==> config.mk <==
export PLATFORM = sky130hd
export DESIGN_NAME = bspline_interp
export DESIGN_NICKNAME = d
export VERILOG_FILES = /design/src/rtl/bspline_pkg.sv /design/src/rtl/bsp_window.sv /design/src/rtl/bsp_basis.sv /design/src/rtl/bsp_mac.sv /design/src/rtl/bspline_interp.sv
export SDC_FILE = /design/constraint.sdc
export NUM_CORES = 2
export LEC_CHECK = 0
export ABC_AREA = 1
export BUFFER_PORTS_ARGS = -buffer_cell sky130_fd_sc_hd__clkbuf_2
export CAP_MARGIN = 5
export CORE_MARGIN = 3
export CORE_UTILIZATION = 50
export CTS_BUF_LIST = sky130_fd_sc_hd__clkbuf_2 sky130_fd_sc_hd__clkbuf_4 sky130_fd_sc_hd__clkbuf_8
export CTS_CLUSTER_SIZE = 20
export DETAILED_ROUTE_END_ITERATION = 10
export PLACE_DENSITY = 0.69
export SETUP_SLACK_MARGIN = 0.3
export SLEW_MARGIN = 20
export SYNTH_ARGS = -nofsm -noshare
export SYNTH_HDL_FRONTEND = slang
export SYNTH_SLANG_ARGS = --single-unit
==> constraint.sdc <==
create_clock -name clk_i -period 18.8 [get_ports clk_i]
set_input_delay 1.88 -clock clk_i [delete_from_list [all_inputs] [get_ports clk_i]]
set_output_delay 1.88 -clock clk_i [all_outputs]
set_load 0.02 [all_outputs]
==> src/rtl/bspline_pkg.sv <==
package bspline_pkg;
  localparam int TAPS = 4;

  // weights reach 4*M^3 with M = 2^sub_log2
  function automatic int weight_w(int sub_log2);
    return 3 * sub_log2 + 3;
  endfunction

  // signed product, sum of four terms, rounding offset
  function automatic int acc_w(int data_w, int sub_log2);
    return data_w + weight_w(sub_log2) + 3;
  endfunction
endpackage

==> src/rtl/bsp_window.sv <==
module bsp_window #(
  parameter int DATA_W = 16,
  parameter int TAPS   = 4
) (
  input  logic                        clk_i,
  input  logic                        rst_ni,
  input  logic                        shift_i,
  input  logic [DATA_W-1:0]           data_i,
  output logic [TAPS-1:0][DATA_W-1:0] taps_o
);
  logic [TAPS-1:0][DATA_W-1:0] tap_q;

  // tap 0 holds the oldest point
  for (genvar k = 0; k < TAPS; k++) begin : g_tap
    logic [DATA_W-1:0] nxt;
    if (k == TAPS - 1) begin : g_head
      assign nxt = data_i;
    end else begin : g_body
      assign nxt = tap_q[k+1];
    end
    always_ff @(posedge clk_i or negedge rst_ni) begin
      if (!rst_ni)      tap_q[k] <= '0;
      else if (shift_i) tap_q[k] <= nxt;
    end
  end

  assign taps_o = tap_q;
endmodule

==> src/rtl/bsp_basis.sv <==
module bsp_basis #(
  parameter int SUB_LOG2 = 3,
  parameter int W_W      = 12
) (
  input  logic [SUB_LOG2-1:0]    idx_i,
  output logic [3:0][W_W-1:0]    wgt_o
);
  localparam logic [W_W-1:0] STEPS  = W_W'(1) << SUB_LOG2;
  localparam logic [W_W-1:0] STEPS3 = W_W'(1) << (3 * SUB_LOG2);
  localparam logic [W_W-1:0] K3     = W_W'(3);
  localparam logic [W_W-1:0] K4     = W_W'(4);
  localparam logic [W_W-1:0] K6     = W_W'(6);

  logic [W_W-1:0] u1, u2, u3, v1;

  // modular intermediates; every final weight fits W_W bits
  always_comb begin
    u1       = W_W'(idx_i);
    u2       = u1 * u1;
    u3       = u2 * u1;
    v1       = STEPS - u1;
    wgt_o[0] = v1 * v1 * v1;
    wgt_o[1] = K3 * u3 + K4 * STEPS3 - K6 * STEPS * u2;
    wgt_o[2] = STEPS3 + K3 * (STEPS * (STEPS * u1 + u2) - u3);
    wgt_o[3] = u3;
  end
endmodule

==> src/rtl/bsp_mac.sv <==
module bsp_mac #(
  parameter int DATA_W   = 16,
  parameter int SUB_LOG2 = 3,
  parameter int W_W      = 12,
  parameter int ACC_W    = 31
) (
  input  logic [3:0][DATA_W-1:0] pt_i,
  input  logic [3:0][W_W-1:0]    wgt_i,
  output logic [DATA_W-1:0]      pos_o
);
  localparam int SH = 3 * SUB_LOG2 + 1;
  localparam logic signed [ACC_W-1:0] HALF  = ACC_W'(3) << (3 * SUB_LOG2);
  localparam logic signed [ACC_W-1:0] THREE = ACC_W'(3);

  logic signed [ACC_W-1:0] prod [4];
  logic signed [ACC_W-1:0] acc, shf, rem;

  for (genvar k = 0; k < 4; k++) begin : g_term
    assign prod[k] = ACC_W'(signed'(pt_i[k])) * signed'(ACC_W'(wgt_i[k]));
  end

  // floor((S + 3M^3) / (6M^3)) = floor(floor(.../2M^3) / 3)
  always_comb begin
    acc = prod[0] + prod[1] + prod[2] + prod[3] + HALF;
    shf = acc >>> SH;
    rem = shf % THREE;
    pos_o = DATA_W'(shf / THREE);
    if (shf[ACC_W-1] && rem != '0) pos_o = pos_o - DATA_W'(1);
  end
endmodule

==> src/rtl/bspline_interp.sv <==
module bspline_interp
  import bspline_pkg::*;
#(
  parameter int DATA_W   = 16,
  parameter int SUB_LOG2 = 3
) (
  input  logic              clk_i,
  input  logic              rst_ni,
  input  logic              in_valid_i,
  output logic              in_ready_o,
  input  logic [DATA_W-1:0] in_data_i,
  output logic              out_valid_o,
  input  logic              out_ready_i,
  output logic [DATA_W-1:0] out_data_o
);
  localparam int W_W   = weight_w(SUB_LOG2);
  localparam int ACC_W = acc_w(DATA_W, SUB_LOG2);
  localparam int CNT_W = $clog2(TAPS + 1);
  localparam logic [CNT_W-1:0] FULL = CNT_W'(TAPS);

  logic [CNT_W-1:0]            fill_q;
  logic [SUB_LOG2-1:0]         idx_q;
  logic [TAPS-1:0][DATA_W-1:0] win;
  logic [3:0][W_W-1:0]         wgt;
  logic [DATA_W-1:0]           pos;
  logic                        push, emit, last_sub;

  assign in_ready_o = (fill_q != FULL);
  assign push       = in_valid_i && in_ready_o;
  assign emit       = (fill_q == FULL) && (!out_valid_o || out_ready_i);
  assign last_sub   = &idx_q;

  bsp_window #(.DATA_W(DATA_W), .TAPS(TAPS)) u_window (
    .clk_i  (clk_i),
    .rst_ni (rst_ni),
    .shift_i(push),
    .data_i (in_data_i),
    .taps_o (win)
  );

  bsp_basis #(.SUB_LOG2(SUB_LOG2), .W_W(W_W)) u_basis (
    .idx_i(idx_q),
    .wgt_o(wgt)
  );

  bsp_mac #(.DATA_W(DATA_W), .SUB_LOG2(SUB_LOG2), .W_W(W_W), .ACC_W(ACC_W)) u_mac (
    .pt_i (win),
    .wgt_i(wgt),
    .pos_o(pos)
  );

  // push needs room, emit needs a full window: never both
  always_ff @(posedge clk_i or negedge rst_ni) begin
    if (!rst_ni) begin
      fill_q <= '0;
      idx_q  <= '0;
    end else begin
      if (emit) begin
        idx_q <= idx_q + 1'b1;
        if (last_sub) fill_q <= fill_q - 1'b1;
      end else if (push) begin
        fill_q <= fill_q + 1'b1;
      end
    end
  end

  always_ff @(posedge clk_i or negedge rst_ni) begin
    if (!rst_ni) begin
      out_valid_o <= 1'b0;
      out_data_o  <= '0;
    end else if (emit) begin
      out_valid_o <= 1'b1;
      out_data_o  <= pos;
    end else if (out_ready_i) begin
      out_valid_o <= 1'b0;
    end
  end
endmodule

# --- Word-level counts from Yosys, hierarchy flattened ---
# Index checks and enable logic that the tools add are counted.
totals:
  register_bits: 87
  in_bits: 20
  out_inout_bits: 18
  word_cells: 54
classes:
  add_sub_neg: 14
  mul: 11
  div: 2
  eq_ne: 3
  mux: 6
  n_reduce_logical: 10
op_table:
  columns: ["op", "n"]
  rows:
  - ["31-bit adder", 3]
  - ["16-bit by 13-bit multiplier with 29-bit output", 3]
  - ["31-bit by 12-bit adder with 31-bit output, second input constant", 1]
  - ["31-bit by 3-bit divider with 31-bit output, second input constant", 1]
  - ["31-bit by 3-bit modulo with 31-bit output, second input constant", 1]
  - ["31-bit nonzero test", 1]
  - ["16-bit by 10-bit multiplier with 26-bit output", 1]
  - ["12-bit by 12-bit multiplier with 12-bit output", 2]
  - ["16-bit 2-to-1 mux", 1]
  - ["16-bit by 1-bit subtractor with 16-bit output, second input constant", 1]
  - ["10-bit by 12-bit adder with 12-bit output, first input constant", 1]
  - ["11-bit by 12-bit adder with 12-bit output, second input constant", 1]
  - ["2-bit by 12-bit multiplier with 12-bit output, first input constant", 1]
  - ["12-bit subtractor", 1]
  - ["12-bit by 9-bit subtractor with 12-bit output", 1]
  - ["2-bit by 9-bit multiplier with 11-bit output, first input constant", 1]
  - ["6-bit by 3-bit multiplier with 9-bit output", 1]
  - ["3-bit 2-to-1 mux", 3]
  - ["2-bit by 6-bit multiplier with 8-bit output, first input constant", 1]
  - ["6-bit by 6-bit adder with 7-bit output", 1]
  - ["3-bit by 1-bit adder with 3-bit output, second input constant", 2]
  - ["3-bit by 3-bit multiplier with 6-bit output", 1]
  - ["4-bit by 3-bit subtractor with 5-bit output, first input constant", 1]
  - ["2-bit nonzero test", 2]
  - ["other kinds (10)", 13]

# --- Logic depth before layout (Yosys ltp) ---
depth:
  word_depth: 14
  ltp_mapped: 150
  mapped_depth_nobuf: 147

# --- By module ---
# Synthesis repeated with hierarchy kept, for this count alone.
unflattened:
  hier_cells: 5432
  hier_area_um2: 41504.8
modules_own_cells:
  columns: ["module", "instances", "cells_per_inst", "area_each_um2", "seq_area_each_um2"]
  rows:
  - ["bsp_mac", 1, 4538, 34618.2, 0.0]
  - ["bsp_basis", 1, 513, 3442.1, 0.0]
  - ["bsp_window", 1, 270, 2446.1, 1601.5]
  - ["bspline_interp", 1, 111, 998.5, 575.6]

# --- Worst setup path before layout ---
# No wires, ideal clock.
synth_timing:
  path_kind: "reg-to-reg"
  from: "register idx_q[0]"
  to: "register out_data_o[15]"
  setup_ps: 117
  arrival_ps: 19580
  required_ps: 18683
  path_slack_ps: -897
  path_stages_with_launch: 130
  n_path_buf: 2
  synth_period_minus_slack_ps: 19697
  path_cell_list: "dfrtp_1 -> buf_4 -> clkinv_1 -> ha_1 -> inv_1 -> nor2_1 -> ha_1 -> nand3_1 -> fa_1 -> inv_1 -> fa_1 -> xor2_1 -> nand2_1 -> fa_1 -> inv_1 -> ha_1 -> ha_1 -> inv_1 -> [... 94 more ...] -> inv_1 -> ha_1 -> inv_1 -> nand3_4 -> inv_2 -> ha_1 -> inv_1 -> nor3_1 -> nand2_1 -> o31ai_1 -> xor2_1 -> nand2_1 -> nor2_1 -> nand2_1 -> nor2_1 -> nand4_1 -> nand3_1 -> nand2_1"
synth_between:
  elab_chain_cells: 14
  word_cells_on_any_way: 27
  cone_classes: "11 x add/sub; 11 x mul; 2 x div; 1 x mux; 2 x reduce/logical"
synth_lines:
  columns: ["element", "line_no", "source"]
  rows:
  - ["from (decl)", "bspline_interp.sv:22", "logic [SUB_LOG2-1:0] idx_q;"]
  - ["from (signal assigned)", "bspline_interp.sv:59", "idx_q <= idx_q + 1'b1;"]
  - ["3-bit by 3-bit multiplier with 6-bit output", "bsp_basis.sv:19", "u2 = u1 * u1;"]
  - ["6-bit by 3-bit multiplier with 9-bit output", "bsp_basis.sv:20", "u3 = u2 * u1;"]
  - ["2-bit by 9-bit multiplier with 11-bit output", "bsp_basis.sv:23", "wgt_o[1] = K3 * u3 + K4 * STEPS3 - K6 * STEPS * u2;"]
  - ["11-bit by 12-bit adder with 12-bit output", "bsp_basis.sv:23", null]
  - ["12-bit subtractor", "bsp_basis.sv:23", null]
  - ["16-bit by 13-bit multiplier with 29-bit output", "bsp_mac.sv:19", "assign prod[k] = ACC_W'(signed'(pt_i[k])) * signed'(ACC_W'(wgt_i[k]));"]
  - ["31-bit adder (2 in series)", "bsp_mac.sv:24", "acc = prod[0] + prod[1] + prod[2] + prod[3] + HALF;"]
  - ["31-bit adder (*)", "bsp_mac.sv:24", null]
  - ["31-bit by 12-bit adder with 31-bit output (*)", "bsp_mac.sv:24", null]
  - ["parallel branches: the longest is 3 deep, another holds 31-bit by 3-bit divider with 31-bit output", null, null]
  - ["16-bit 2-to-1 mux (*)", "bsp_mac.sv:28", "if (shf[ACC_W-1] && rem != '0) pos_o = pos_o - DATA_W'(1);"]
  - ["to (signal assigned)", "bspline_interp.sv:73", "out_data_o <= pos;"]
  - ["to (decl)", "bspline_interp.sv:14", "output logic [DATA_W-1:0] out_data_o"]
# Mark *: on every way between the ends.
# A chain may end at the register's enable or synchronous reset.

# --- Final worst setup path ---
# Same ends and word-level chain as after synthesis.

==> out/metrics.cfg <==
[sta]
min_period_over_period_pct=103.8
maxSlewViolCount=0
grt_setup_unrepaired=yes
worstMarginPinSlew_ps=1094
max_slew_margin_pct=26.32
worst_slack_ps=-707.5
fin_crit_ps=19510
finalHoldViolCount=0
fin_worst_skew_ps=50.02
fmax_mhz=51.26
setup_violations=16

[cells_and_area]
nFillCells=6357
area_growth_syn_to_layout_pct=20.16
multiInputGateArea_mm2=0.03275
fin_nets=6483
final_area_mm2=0.04537
fin_util_pct=60.85
final_common_cell=inv_1
register_area_mm2=0.002183
final_cell_mix=1225 x inv_1, 906 x nand2_1, 722 x fa_1, 479 x buf_4, 425 x nor2_1
drive_above_1_share_pct=19.84

[detailed_routing]
finalWirelength_mm=103.1
routed_via_density=5.168
firstDrtPassIters=6
remaining_drc_errors=0
vias=32520
antenna_left=0
wl_per_cell_um=16.39
drtIter0Drc=2123

[run_status]
outcome=finished, violations left
failed_checks=negative setup slack

[global_routing]
grt_usage_pct=26.84
grt_pass1_vias=33970
grt.busiest_layer=met2
grt_max_degree=98
antenna_found_initial=3
grt_pass1_wl_mm=170.2
grt_use_met1_pct=36.07
overflow=0
met3_usage_pct=2.841
grtUsageMet2_pct=45.11

[place]
globalplace.congestion=0.9257
postPlaceCellArea_mm2=0.04172
hpwlAfterDp_mm=82.23
port_buffers=37

[synthesis]
synth-warning-count=0
synthArstFlopShare_pct=100.0
synthFlopType=dfrtp_1
ys_seq_elements=87
ys_seq_area_share_pct=5.765
avgSynthCellArea_um2=7.729
synth_edf_count=0
netlist_area_mm2=0.03776
synth_cell_type_count=49
syn-instance-count=4886

[cts]
clock_latency_ps=470
clk_root_buffer_cell=clkbuf_8
cts_tree=yes
cts.htree.levels=3
clk_pin_slew_ps=150
cts_hold_buf=0
numCtsBuffers=9
cts_buffer_depth=2
cts.sink_count=87

[critical_path]
startpoint_type=register
r2r_slack_ps=-710
endpoint_kind=register
cpMaxStageDelayCell=dfrtp_4
r2r_cells=128
worstReg2RegStart=idx_q[0]
crit_top_cell=nand2_2
rr_endpoint=out_data_o[15]
critPathArrivalTime_ps=19870
cp_max_fo=5
max_stage_delay_ps=540
path_class=reg2reg
worstPathRequired_ps=19160

[die]
die-area_mm2=0.07886
die_width_um=280.8
num_rows=100
initial_core_util_pct=50.64
design.core.area_mm2=0.07457
ios=38
die_h_um=280.8

[worst_hold_path]
hold_path_class=reg2reg
hold_path_end=out_data_o[7]
hp-start=out_data_o[7]
whs_path_depth=2

[flow_run]
cap_violations=0

==> logic make-up after synthesis <==
| group | after synthesis | share of synthesized area [%] |
|---|---|---|
| AND/OR/NAND/NOR | 1718 | 18.38 |
| buffers and inverters | 1416 | 14.15 |
| adder cells (fa/ha/maj) | 1146 | 52.52 |
| AO/OA/AOI/OAI | 328 | 4.725 |
| XOR/XNOR | 190 | 4.447 |
| flip-flops | 87 | 5.765 |
| other | 1 | 0.009930 |
==> worst max-delay path, delay by kind of cell, from the launching register on <==
family | cells | cell delay (ps)
DFF | 1 | 540
xor gates and xnor gates | 4 | 930
adders and majority gates | 20 | 6750
and+or+nand+nor | 53 | 5910
buffers and inverters | 36 | 3220
AOI/OAI and AO/OA | 15 | 2000
==> cell type report <==
class	instances	area share, %
multi-input cells	3388	72.17
inverters	1290	10.77
repair buffers	541	9.025
flip-flops and latches	87	4.812
well taps	969	2.672
clock buffers	9	0.2730
clock inverters	7	0.2730
diodes	1	0.005515
==> through the flow <==
stage          hold slack [ps]  setup WS (ps)  TNS (ps)  instances
2_1_floorplan            472.5          307.5         0       4888
3_3_place_gp             464.7         -407.2     -6275       6112
3_5_place_dp             466.1         -758.4    -11870       6112
4_1_cts                  493.9          5.336         0       6261
5_1_grt                  506.7          -1847    -27090       6292
6_report                 495.7         -707.5     -9117       6292
==> per-layer routing <==
layer | routed length, um | share of wire, % | vias to the layer above
met1 | 43080 | 42 | 16080
met4 | 4438 | 4.3 | 0
met2 | 49120 | 48 | 1078
li1 | - | - | 15120
met5 | 0 | 0 | -
met3 | 6464 | 6.3 | 245
==> flip-flops by register name (all words and copies together), names as in the netlist <==
name / cells
out_valid_o: 1
out_data_o: 16
u_window.taps_o: 16
u_window.g_tap.nxt: 48
fill_q: 3
idx_q: 3
==> repair_timing <==
action / CTS / global route
gates cloned: 3 / 0
gates resized for setup: 244 / 257
setup endpoints to repair: 16 / 16
pin swaps: 185 / 156
setup buffers: 130 / 30
==> synth_stat cells (10+ instances only) <==
cell type | count | area, um^2
ha_1 | 414 | 5180
nand3_1 | 147 | 735.7
nor2_1 | 464 | 1742
nor3_1 | 13 | 65.06
a21oi_1 | 166 | 830.8
o21ai_0 | 99 | 495.5
or2_2 | 11 | 68.82
o21bai_1 | 20 | 150.1
xor2_1 | 129 | 1130
nand3_2 | 12 | 120.1
fa_1 | 732 | 14650
inv_1 | 1276 | 4790
xnor2_1 | 59 | 516.8
dfrtp_1 | 87 | 2177
nor2_2 | 10 | 62.56
clkbuf_1 | 95 | 356.6
nand2_1 | 1012 | 3799
o21ai_1 | 14 | 70.07
nand4_1 | 17 | 106.4
buf_1 | 18 | 67.56
nand2_2 | 18 | 112.6
==> worst max-delay path by stage <==
stage | end | startpoint
after global routing | out_data_o[15] | idx_q[0]
after detailed placement | out_data_o[0] | idx_q[0]
after floorplan | out_data_o[13] | idx_q[0]
after CTS | out_data_o[15] | idx_q[0]
after global placement | out_data_o[11] | idx_q[0]
final | out_data_o[15] | idx_q[0]
Power is not shown: default switching activity piles up to over one toggle a cycle in this logic, so the estimate is an artifact.
